[config.mk]
export PLATFORM = sky130hd
export DESIGN_NAME = psu_supervisor_seq
export DESIGN_NICKNAME = d
export VERILOG_FILES = /design/src/rtl/psu_sup_pkg.sv /design/src/rtl/psu_deglitch.sv /design/src/rtl/psu_hold_timer.sv /design/src/rtl/psu_sup_datapath.sv /design/src/rtl/psu_sup_control.sv /design/src/rtl/psu_supervisor_seq.sv
export SDC_FILE = /design/constraint.sdc
export NUM_CORES = 1
export LEC_CHECK = 0
export CORE_MARGIN = 10
export CORE_UTILIZATION = 28
export DETAILED_ROUTE_END_ITERATION = 10
export PLACE_DENSITY_LB_ADDON = 0.05
export SYNTH_ARGS = -nofsm -noshare
export SYNTH_HDL_FRONTEND = slang
export SYNTH_SLANG_ARGS = --single-unit
[constraint.sdc]
create_clock -name clk -period 1.7 [get_ports clk]
set_input_delay 0.17 -clock clk [delete_from_list [all_inputs] [get_ports clk]]
set_output_delay 0.17 -clock clk [all_outputs]
set_load 0.01 [all_outputs]
[src/rtl/psu_sup_pkg.sv]
package psu_sup_pkg;
  localparam int NUM_OV = 3;
  localparam int NUM_UV = 2;

  typedef struct packed {
    logic [NUM_OV-1:0] ov;
    logic [NUM_UV-1:0] uv;
    logic              pgOk;
    logic              offReq;
  } supFlags_t;

  typedef struct packed {
    logic blankRun;
    logic pgRun;
  } supStrobe_t;
endpackage

[src/rtl/psu_deglitch.sv]
module psu_deglitch #(
  parameter int COUNT   = 73,
  parameter bit RST_VAL = 1'b0
) (
  input  logic clk,
  input  logic rst,
  input  logic tick,
  input  logic din,
  output logic dout
);
  localparam int CW = $clog2(COUNT + 1);
  logic [CW-1:0] cnt;

  always_ff @(posedge clk) begin
    if (rst) begin
      dout <= RST_VAL;
      cnt  <= '0;
    end else if (din == dout) begin
      cnt <= '0;
    end else if (tick) begin
      if (cnt == CW'(COUNT - 1)) begin
        dout <= din;
        cnt  <= '0;
      end else begin
        cnt <= cnt + 1'b1;
      end
    end
  end

  // without a tick the filtered value cannot move
  assert_filter_frozen_R8: assert property (@(posedge clk) disable iff (rst)
    !tick |=> $stable(dout));
endmodule

[src/rtl/psu_hold_timer.sv]
module psu_hold_timer #(
  parameter int LIMIT = 1000
) (
  input  logic clk,
  input  logic rst,
  input  logic tick,
  input  logic run,
  output logic done
);
  localparam int CW = $clog2(LIMIT + 1);
  logic [CW-1:0] cnt;

  always_ff @(posedge clk) begin
    if (rst || !run)
      cnt <= '0;
    else if (tick && cnt != CW'(LIMIT))
      cnt <= cnt + 1'b1;
  end

  assign done = run && (cnt == CW'(LIMIT));

  // no tick means the count holds unless the run condition drops
  assert_timer_frozen_R8: assert property (@(posedge clk) disable iff (rst)
    (!tick && run) |=> (cnt == $past(cnt) || !run));
endmodule

[src/rtl/psu_sup_datapath.sv]
module psu_sup_datapath
  import psu_sup_pkg::*;
#(
  parameter int GLITCH_TICKS   = 73,
  parameter int DEBOUNCE_TICKS = 38000,
  parameter int BLANK_TICKS    = 75000,
  parameter int PG_TICKS       = 300000
) (
  input  logic              clk,
  input  logic              rst,
  input  logic              tick,
  input  logic [NUM_OV-1:0] ovRaw,
  input  logic [NUM_UV-1:0] uvRaw,
  input  logic              pgRaw,
  input  logic              reqRawN,
  input  supStrobe_t        strobe,
  output supFlags_t         flags,
  output logic              blankDone,
  output logic              pgDone
);
  for (genvar i = 0; i < NUM_OV; i++) begin : g_ov
    psu_deglitch #(.COUNT(GLITCH_TICKS), .RST_VAL(1'b0)) u_flt (
      .clk(clk), .rst(rst), .tick(tick), .din(ovRaw[i]), .dout(flags.ov[i]));
  end

  for (genvar j = 0; j < NUM_UV; j++) begin : g_uv
    psu_deglitch #(.COUNT(GLITCH_TICKS), .RST_VAL(1'b0)) u_flt (
      .clk(clk), .rst(rst), .tick(tick), .din(uvRaw[j]), .dout(flags.uv[j]));
  end

  psu_deglitch #(.COUNT(GLITCH_TICKS), .RST_VAL(1'b0)) u_pgFlt (
    .clk(clk), .rst(rst), .tick(tick), .din(pgRaw), .dout(flags.pgOk));

  psu_deglitch #(.COUNT(DEBOUNCE_TICKS), .RST_VAL(1'b1)) u_reqDeb (
    .clk(clk), .rst(rst), .tick(tick), .din(reqRawN), .dout(flags.offReq));

  psu_hold_timer #(.LIMIT(BLANK_TICKS)) u_blank (
    .clk(clk), .rst(rst), .tick(tick), .run(strobe.blankRun), .done(blankDone));

  psu_hold_timer #(.LIMIT(PG_TICKS)) u_pgDelay (
    .clk(clk), .rst(rst), .tick(tick), .run(strobe.pgRun), .done(pgDone));
endmodule

[src/rtl/psu_sup_control.sv]
module psu_sup_control
  import psu_sup_pkg::*;
(
  input  logic       clk,
  input  logic       rst,
  input  supFlags_t  flags,
  input  logic       blankDone,
  input  logic       pgDone,
  output supStrobe_t strobe,
  output logic       pwrGood,
  output logic       faultOff
);
  logic offPrev;
  logic protLatch;
  logic offRise;
  logic ovAny;
  logic uvAny;
  logic supplyOn;

  assign ovAny    = |flags.ov;
  assign uvAny    = |flags.uv;
  assign supplyOn = !flags.offReq;
  assign offRise  = flags.offReq && !offPrev;

  always_ff @(posedge clk) begin
    if (rst) begin
      offPrev   <= 1'b1;
      protLatch <= 1'b0;
    end else begin
      offPrev <= flags.offReq;
      if (offRise)
        protLatch <= 1'b0;
      else if (ovAny || (blankDone && uvAny))
        protLatch <= 1'b1;
    end
  end

  always_comb begin
    strobe.blankRun = supplyOn;
    strobe.pgRun    = supplyOn && flags.pgOk && !uvAny && !protLatch;
  end

  assign pwrGood  = pgDone;
  assign faultOff = protLatch || flags.offReq;

  // a set latch shuts the supply and drops power-good
  assert_latch_forces_R5: assert property (@(posedge clk) disable iff (rst)
    protLatch |-> (faultOff && !pwrGood));
  // only an off transition releases the latch
  assert_latch_holds_R5: assert property (@(posedge clk) disable iff (rst)
    (protLatch && !flags.offReq) |=> protLatch);
  // off request keeps the supply down
  assert_off_forces_R6: assert property (@(posedge clk) disable iff (rst)
    flags.offReq |-> faultOff);
  // the latch only sets on over-voltage or unblanked under-voltage
  assert_latch_cause_R4: assert property (@(posedge clk) disable iff (rst)
    $rose(protLatch) |-> $past(ovAny || (blankDone && uvAny)));
  // power-good never stands with its qualification missing
  assert_pg_qualified_R7: assert property (@(posedge clk) disable iff (rst)
    pwrGood |-> (flags.pgOk && !uvAny && supplyOn));
endmodule

[src/rtl/psu_supervisor_seq.sv]
module psu_supervisor_seq
  import psu_sup_pkg::*;
#(
  parameter int GLITCH_TICKS   = 73,
  parameter int DEBOUNCE_TICKS = 38000,
  parameter int BLANK_TICKS    = 75000,
  parameter int PG_TICKS       = 300000
) (
  input  logic       clk,
  input  logic       rst,
  input  logic       tick,
  input  logic [2:0] ovFlags,
  input  logic [1:0] uvFlags,
  input  logic       pgIn,
  input  logic       onOffReqN,
  output logic       pwrGood,
  output logic       faultOff
);
  supFlags_t  flags;
  supStrobe_t strobe;
  logic       blankDone;
  logic       pgDone;

  psu_sup_datapath #(
    .GLITCH_TICKS(GLITCH_TICKS), .DEBOUNCE_TICKS(DEBOUNCE_TICKS),
    .BLANK_TICKS(BLANK_TICKS), .PG_TICKS(PG_TICKS)
  ) u_dp (
    .clk(clk), .rst(rst), .tick(tick),
    .ovRaw(ovFlags), .uvRaw(uvFlags), .pgRaw(pgIn), .reqRawN(onOffReqN),
    .strobe(strobe), .flags(flags), .blankDone(blankDone), .pgDone(pgDone));

  psu_sup_control u_ctl (
    .clk(clk), .rst(rst), .flags(flags), .blankDone(blankDone),
    .pgDone(pgDone), .strobe(strobe), .pwrGood(pwrGood), .faultOff(faultOff));
endmodule

; ---- Word-level counts from Yosys, hierarchy flattened
; Cells that the tools add are included.
[totals]
inputBits = 10
wordCells = 94
reg_bits = 103
output_inout_bits = 2
[classes]
n_mux = 7
bitwise_logic = 7
reduce_logical = 35
n_eq_ne = 18
addsub = 9
[ops]
columns = operator, count
row1 = "7-bit by 1-bit adder with 7-bit output, second input constant", 6
row2 = "7-bit == test, second input constant", 6
row3 = 7-bit two-way mux, 6
row4 = 3-bit AND reduction, 7
row5 = "19-bit by 1-bit adder with 19-bit output, second input constant", 1
row6 = "19-bit == test, second input constant", 1
row7 = "19-bit inequality test, second input constant", 1
row8 = 2-bit OR reduction, 9
row9 = "17-bit by 1-bit adder with 17-bit output, second input constant", 1
row10 = "17-bit == test, second input constant", 1
row11 = "17-bit inequality test, second input constant", 1
row12 = "16-bit by 1-bit adder with 16-bit output, second input constant", 1
row13 = "16-bit == test, second input constant", 1
row14 = 16-bit two-way mux, 1
row15 = 1-bit logical AND, 9
row16 = 1-bit == test, 7
row17 = 1-bit inverter, 7
row18 = 1-bit zero test, 5
row19 = 1-bit logical OR, 4
row20 = 3-bit OR reduction, 1

; ---- Depth between registers and ports, before layout
; Gate-level depths: netlist of the first run.
[logic_depth]
depth_word = 6
depth_mapped = 7
depth_no_buf = 7

; ---- Cells and area by module
; Synthesis of the first run repeated with hierarchy kept, for this count alone.
[unflattened]
cells_unflattened = 587
area_unflattened_um2 = 5218.8
[by_module_without_submodules]
columns = module, n_inst, cells_each, area_per_inst_um2
row1 = psu_deglitch at u_dp.g_ov[0].u_flt ..., 6, 45, 395.4
row2 = psu_hold_timer at u_dp.u_pgDelay, 1, 109, 952.2
row3 = psu_hold_timer at u_dp.u_blank, 1, 107, 900.9
row4 = psu_deglitch at u_dp.u_reqDeb, 1, 89, 880.8
row5 = psu_sup_control, 1, 12, 112.6

; ---- Worst setup path after synthesis of the first run
; OpenSTA, ideal clock, no wires.
[synth_timing]
kind = flip-flop to flip-flop
startpoint = register u_dp.u_reqDeb.cnt[4]
endpoint = register u_dp.u_reqDeb.cnt[14]
path_buffers = 2
slack_ns = 0.053
t_arrival_ns = 1.532
stages_incl_launch_ff = 7
path_cell_list = dfxtp_1 > or4_4 > nor4_4 > or3_1 > buf_2 > buf_6 > nor2_1
[synth_between]
elab_chain_cells = 2
elab_cells_between_ends = 3
[synth_rtl]
columns = item, line
row1 = start: declaration, psu_deglitch.sv:12  ; logic [CW-1:0] cnt;
row2 = start signal: assignment, psu_deglitch.sv:25  ; cnt <= cnt + 1'b1;
row3 = 16-bit by 1-bit adder with 16-bit output / 16-bit == test (equally long branches), "psu_deglitch.sv:25, psu_deglitch.sv:21"
row4 = 16-bit two-way mux (*), psu_deglitch.sv:21  ; if (cnt == CW'(COUNT - 1)) begin
; Every way passes the cells marked *; elsewhere a longest branch is shown, timed or not.
; A chain may end at the register's enable or synchronous reset.

; ---- Final worst setup path of the first run
[layout_timing]
startpoint = register u_dp.u_reqDeb.cnt[4]
endpoint = register u_dp.u_reqDeb.cnt[4]
; The elaborated chain is that of the path after synthesis.

==> results of run 1 <==
critical path, stage by stage, from the launching register on:
cell and delay (ps):
dfxtp_2 320, or4_4 540, nor4_4 340, or3_4 220, clkbuf_16 160, nor2_1 50
synthesized netlist by cell type, drive strengths merged:
| master | count |
|---|---|
| dfxtp | 103 |
| clkbuf | 11 |
| a211o | 1 |
| or2 | 4 |
| nand4b | 2 |
| inv | 24 |
| and2 | 1 |
| buf | 8 |
| a21oi | 14 |
| o21ai | 10 |
| nand3 | 21 |
| and4 | 8 |
| o211ai | 1 |
| nor2 | 110 |
| nand2b | 3 |
| nand4 | 28 |
| nor2b | 1 |
| nand3b | 2 |
| ha | 17 |
| nor4bb | 5 |
| a31oi | 1 |
| nor4 | 8 |
| xor2 | 40 |
| nor3 | 11 |
| nor4b | 1 |
| o31ai | 2 |
| or4bb | 1 |
| nand2 | 42 |
| nor3b | 1 |
| or3 | 15 |
| mux2i | 13 |
| and3 | 2 |
| xnor2 | 40 |
| or4 | 3 |
logic make-up (layout without fill, tap and decap cells):
group / after synthesis / in the layout / share of synthesized area (%)
adders and majority gates: 17 / 17 / 4.442
buffers and inverters: 43 / 115 / 3.710
xor gates and xnor gates: 80 / 80 / 14.63
and+or+nand+nor: 269 / 269 / 28.14
AOI/OAI and AO/OA: 29 / 29 / 3.292
muxes: 13 / 13 / 2.717
DFF: 103 / 103 / 43.06
worst min-delay path by stage:
| stage | slack, ps | startpoint | depth (start not counted) | end |
|---|---|---|---|---|
| floorplan | 290 | onOffReqN | 1 | u_dp.u_reqDeb.dout$_SDFFE_PP1P_ |
| global placement | 470 | u_dp.u_blank.cnt[16]$_SDFFE_PP0P_ | 2 | u_dp.u_blank.cnt[16]$_SDFFE_PP0P_ |
| detailed placement | 480 | u_dp.u_blank.cnt[16]$_SDFFE_PP0P_ | 2 | u_dp.u_blank.cnt[16]$_SDFFE_PP0P_ |
| CTS | 330 | tick | 4 | u_dp.g_ov[1].u_flt.cnt[0]$_SDFFE_PP0P_ |
| global route | 360 | tick | 5 | u_dp.u_reqDeb.cnt[2]$_SDFFE_PP0P_ |
| finish | 340 | tick | 4 | u_dp.g_ov[1].u_flt.cnt[0]$_SDFFE_PP0P_ |
sequential cells by signal, indices dropped and copies added, names as in the netlist:
signal                flops
u_dp.u_pgFlt.dout         1
u_dp.g_ov.u_flt.cnt      21
u_dp.g_uv.u_flt.dout      2
u_dp.u_reqDeb.dout        1
u_dp.u_blank.cnt         17
u_dp.u_reqDeb.cnt        16
u_dp.u_pgDelay.cnt       19
u_dp.g_ov.u_flt.dout      3
u_ctl.offPrev             1
u_dp.u_pgFlt.cnt          7
u_dp.g_uv.u_flt.cnt      14
u_ctl.protLatch           1
per-layer routing:
layer | GRT usage [%] | wire length, um
met1 | 11.77 | 5151
met2 | 16.44 | 4902
met3 | 2.536 | 221
met4 | 2.743 | 111
met5 | 0 | 0
layout by cell type, fill, tap and decap left out, drive strengths merged, types with 2 or more instances in the layout:
master / count
xor2: 40
buf: 66
mux2i: 13
clkinv: 3
nand4b: 2
o21ai: 10
clkbuf: 13
nor4bb: 5
clkdlybuf4s50: 8
or4: 3
and4: 8
or3: 15
nor2: 110
inv: 24
nand3b: 2
nor3: 11
and3: 2
o31ai: 2
nand2: 42
nand2b: 3
nor4: 8
nand4: 28
nand3: 21
or2: 4
ha: 17
xnor2: 40
a21oi: 14
dfxtp: 103
through the flow:
stage	setup WS (ps)	area (um^2)	TNS, ps	std cells	power, mW
floorplan	52.99	4788	0	554	2.592
global route	-82.06	6053	-1147	846	4.822
global placement	-97.09	5577	-97.09	827	2.670
detailed placement	-143.1	5577	-241.2	827	2.672
finish	-28.38	6053	-167.7	846	4.609
CTS	3.163	5876	0	842	4.693
where the power goes:
| group | internal, mW | switching [mW] | leakage (nW) |
|---|---|---|---|
| logic | 0.0922 | 0.102 | 1.10 |
| registers | 2.42 | 0.0103 | 0.834 |
| clock network | 1.07 | 0.917 | 0.138 |
cell type report:
cell class | instances | area, um^2 | share of cell area (%)
clock buffers | 12 | 256.5 | 4.237
well taps | 220 | 275.3 | 4.547
clock inverters | 3 | 18.77 | 0.3100
inverters | 24 | 90.09 | 1.488
flip-flops and latches | 103 | 2071 | 34.21
repair buffers | 76 | 645.6 | 10.67
multi-input cells | 408 | 2696 | 44.54
repair_timing:
item	CTS	global route
setup endpoints to repair	4	36
gates cloned	0	1
pin swaps	0	17
setup buffers	0	3
gates resized for setup	9	37
==> summary.txt, run 1 <==
Outcome
  • Status: finished, violations left
  • Violated checks: setup timing

Clock network
  • H-tree Lvls: 3
  • CTS max path bufs: 2
  • Post-CTS Hold Buffers: 0
  • CTS root buffer: clkbuf_16
  • Worst-path clk slew: 70 ps
  • CTS tree: yes
  • Clk sinks: 103
  • Worst-Skew Late Latency: 340 ps
  • Num CTS Buffers: 9

Timing
  • Final setup vio count: 12
  • Worst Max-Slew Pin Slew: 475.1 ps
  • Fmax: 578.6 MHz
  • Final min period: 1728 ps
  • Hold Vio Cnt, Final: 0
  • Worst Skew: 4.682 ps
  • Slew Viols, Final: 0
  • Relative slew slack: 68.04%
  • RSZ-0062 raised after global routing: true
  • Final WS setup: -28.38 ps
  • WHS: 337.8 ps
  • Fin crit share: 101.7%

Critical path
  • Reg2reg path depth: 5
  • Reg2Reg Launch Point: u_dp.u_reqDeb.cnt[4]$_SDFFE_PP0P_
  • Worst r2r dst: u_dp.u_reqDeb.cnt[4]$_SDFFE_PP0P_
  • R2R setup slack: -30 ps
  • CP startpoint kind: flip-flop
  • CP endpoint kind: flip-flop
  • Worst Path Required: 1940 ps
  • Crit path launch: u_dp.u_reqDeb.cnt[4]$_SDFFE_PP0P_
  • CP Class: reg -> reg
  • CP max FO: 7
  • Arrival @ worst endpoint: 1970 ps
  • CP Capture Point: u_dp.u_reqDeb.cnt[4]$_SDFFE_PP0P_

GRT
  • Total GRT Usage: 9.673%
  • Largest net degree at the start of global routing: 28
  • GRT overflow: 0
  • Initial antenna violation count: 0
  • Number of global-route vias before repair: 3895
  • First-pass GRT wire length: 18110 um

Routing
  • Vias/cell: 4.487
  • DR pass1 iterations: 4
  • WL per Instance: 12.28 um
  • Final ANT Viol Nets: 0
  • Routed WL: 10390 um
  • Remaining DRCs: 0
  • Initial DRC Count: 106
  • Routed vias: 3796

Power
  • Worst VDD drop: 0.4618 mV
  • Pwr dens: 761.4 mW/mm^2
  • P_leak: 2.071 nW

Logic synthesis
  • Count of different cell masters after synthesis: 41
  • Yosys top cell by area: dfxtp_1
  • Post-synth top area share: 43.06%
  • Synthesized instance count: 554
  • Post-Syn Area: 0.004788 mm^2
  • Post-synthesis sequential area ratio: 43.06%
  • Post-Syn Area per Cell: 8.643 um^2
  • Post-synthesis register bit count: 103
  • Synth warn: 0
  • Dominant cells by area after synthesis: dfxtp_1, nor2_1, xnor2_1
  • Synthesized net count: 581

Final layout
  • Post-Route Utilization: 36.25%
  • Nets: 649
  • Antenna cells: 0
  • Layout cells sized above 1: 19.17%
  • Filler cells: 1776
  • Syn-to-layout area delta: 26.42%

Placement
  • Final HPWL DP: 7354 um
  • GPL Wtd Cong: 0.7355
  • IO buf count: 11

Floorplanning
  • Row count: 47
  • Starting Density: 28.67%
  • Die ar.: 0.02273 mm^2
  • Core area: 0.01670 mm^2
  • Die height: 150.8 um
  • I/O pin count: 12
  • Die W: 150.8 um

Flow run
  • Max_cap viols: 0

Worst hold path
  • HP Class: in -> reg
(Power assumes the default switching activity.)
==> run 2, diff against run 1 <==
CAP_MARGIN = 20   (was unset)
==> results of run 2 <==
Same layout as run 1: the final DEF is identical, and so are final timing and power.
==> run 3, diff against run 2 <==
clock period = 1.4 ns   (was 1.7 ns; I/O delays follow)
==> summary.txt, run 3 (same netlist as run 1, synthesis figures left out) <==
Final layout
  • Commonest non-fill, non-tap cells in the layout: buf_4, nor2_1, dfxtp_1
  • Nets: 729
  • Largest Register: u_dp.g_ov.u_flt.cnt
  • Layout cells sized above 1: 41.30%
  • Largest registers: u_dp.g_ov.u_flt.cnt (21), u_dp.u_pgDelay.cnt (19), u_dp.u_blank.cnt (17)
  • Max FFs per register: 21
  • Design area: 0.007072 mm^2
  • Syn-to-layout area delta: 47.69%
  • Antenna cells: 0
  • Commonest non-fill, non-tap cell in the layout: buf_4
  • Filler cells: 1682

Floorplanning
  • Die height: 150.8 um
  • Core area: 0.01670 mm^2
  • Starting Density: 28.67%
  • I/O pin count: 12
  • Die ar.: 0.02273 mm^2
  • Die W: 150.8 um
  • Row count: 47

Timing
  • Worst Skew: 8.538 ps
  • Relative slew slack: 71.52%
  • Slew Viols, Final: 0
  • Fin crit share: 119.1%
  • Hold Vio Cnt, Final: 0
  • Fmax: 599.7 MHz
  • Setup TNS: -5530 ps
  • RSZ-0062 raised after global routing: true
  • Final min period: 1668 ps
  • Final WS setup: -267.6 ps
  • Final setup vio count: 37
  • Worst Max-Slew Pin Slew: 427.2 ps

Placement
  • Final HPWL DP: 7783 um
  • Dpl cell area: 0.006128 mm^2
  • IO buf count: 11
  • GPL Wtd Cong: 0.7463

Worst hold path
  • HP Class: in -> reg

GRT
  • Initial antenna violation count: 0
  • First-pass GRT wire length: 19150 um
  • Met1 usage: 12.44%
  • Most Crowded Layer GR: met2
  • Global-route met2 utilization: 17.41%
  • Total GRT Usage: 10.42%
  • Number of global-route vias before repair: 4192
  • GR met3 Demand/Resource: 3.252%
  • GRT overflow: 0
  • Largest net degree at the start of global routing: 19

Critical path
  • Worst r2r dst: u_dp.u_reqDeb.dout$_SDFFE_PP1P_
  • R2R setup slack: -270 ps
  • CP startpoint kind: flip-flop
  • CP Class: reg -> reg
  • Worst Path Required: 1640 ps
  • Reg2reg path depth: 5
  • CP endpoint kind: flip-flop
  • CP Capture Point: u_dp.u_reqDeb.dout$_SDFFE_PP1P_
  • Reg2Reg Launch Point: u_dp.u_reqDeb.cnt[11]$_SDFFE_PP0P_
  • Crit path launch: u_dp.u_reqDeb.cnt[11]$_SDFFE_PP0P_
  • CP max FO: 2
  • Arrival @ worst endpoint: 1910 ps

Power
  • Worst VDD drop: 0.6120 mV
  • P_leak: 2.517 nW
  • Pwr dens: 791.2 mW/mm^2
  • Total Power: 5.595 mW

Clock network
  • CTS root buffer: clkbuf_16
  • Worst-path clk slew: 70 ps
  • Worst-Skew Late Latency: 360 ps
  • Clk sinks: 103
  • H-tree Lvls: 3
  • CTS tree: yes
  • CTS max path bufs: 2
  • Num CTS Buffers: 9

Flow run
  • Max_cap viols: 0

Routing
  • Initial DRC Count: 126
  • Final ANT Viol Nets: 0
  • Remaining DRCs: 0
  • Routed vias: 4116
  • WL per Instance: 12.28 um
  • DR pass1 iterations: 4
  • Routed WL: 11380 um
  • Vias/cell: 4.440

Outcome
  • Violated checks: setup timing
  • Status: finished, violations left
## run 3: cell count changes in the layout (fill, tap and decap cells not counted), moves of 8 or more
cell	delta
ha_1	-8
buf_4	+73
nor2_2	+20
nor2_1	-22
inv_1	-8
dfxtp_2	+16
dfxtp_1	-20
## run 3: through the flow
| stage | setup slack, ps | utilization [%] | hold WS [ps] | cells |
|---|---|---|---|---|
| final | -267.6 | 42.34 | 332.9 | 927 |
| after global routing | -363.2 | 42.34 | 363.9 | 927 |
| after CTS | -293.7 | 40.13 | 319.1 | 923 |
| after detailed placement | -323.0 | 36.69 | 481.1 | 892 |
| after global placement | -302.3 | 36.69 | 476.5 | 892 |
| after floorplan | -215.1 | - | 257.9 | 554 |
## run 3: per-layer routing
metal | wire length (um) | share of wire [%] | vias up
li1 | - | - | 2161
met5 | 0 | 0 | -
met3 | 324 | 2.8 | 12
met4 | 139 | 1.2 | 0
met2 | 5506 | 48 | 25
met1 | 5410 | 48 | 1918
## run 3: final cells by class
type                    count  area [um^2]  share of cell area (%)
well taps                 220        275.3                   3.892
multi-input cells         408         3065                   43.35
repair buffers            156         1265                   17.89
inverters                  24        95.09                   1.345
flip-flops and latches    103         2106                   29.78
clock buffers              11        232.7                   3.291
clock inverters             5        32.53                  0.4600
## run 3: worst min path at each step
stage,endpoint,cells after the start,from,slack (ps)
2_1_floorplan,u_dp.u_reqDeb.dout$_SDFFE_PP1P_,1,onOffReqN,260
4_1_cts,u_dp.u_reqDeb.cnt[2]$_SDFFE_PP0P_,5,tick,320
5_1_grt,u_dp.u_reqDeb.cnt[2]$_SDFFE_PP0P_,5,tick,360
3_5_place_dp,u_dp.u_blank.cnt[16]$_SDFFE_PP0P_,2,u_dp.u_blank.cnt[16]$_SDFFE_PP0P_,480
6_report,u_dp.u_reqDeb.cnt[2]$_SDFFE_PP0P_,5,tick,330
3_3_place_gp,u_dp.u_blank.cnt[16]$_SDFFE_PP0P_,2,u_dp.u_blank.cnt[16]$_SDFFE_PP0P_,480
## run 3: power by group
part	switching (mW)	internal, mW
clock	1.13	1.21
sequential	0.00845	2.94
combinational	0.158	0.158
## run 3: what timing repair did
item,4_1_cts,5_1_grt
resized for setup,59,85
cloned,0,1
setup buffers,18,4
pin swaps,35,55
hold buffers,0,0
endpoints found under the setup margin,79,82
## run 3: critical path, stage by stage (launching register included)
cell and delay [ps]:
dfxtp_2 320, or4_4 550, nor4_4 270, buf_4 160, nor2b_1 40, a211o_1 220
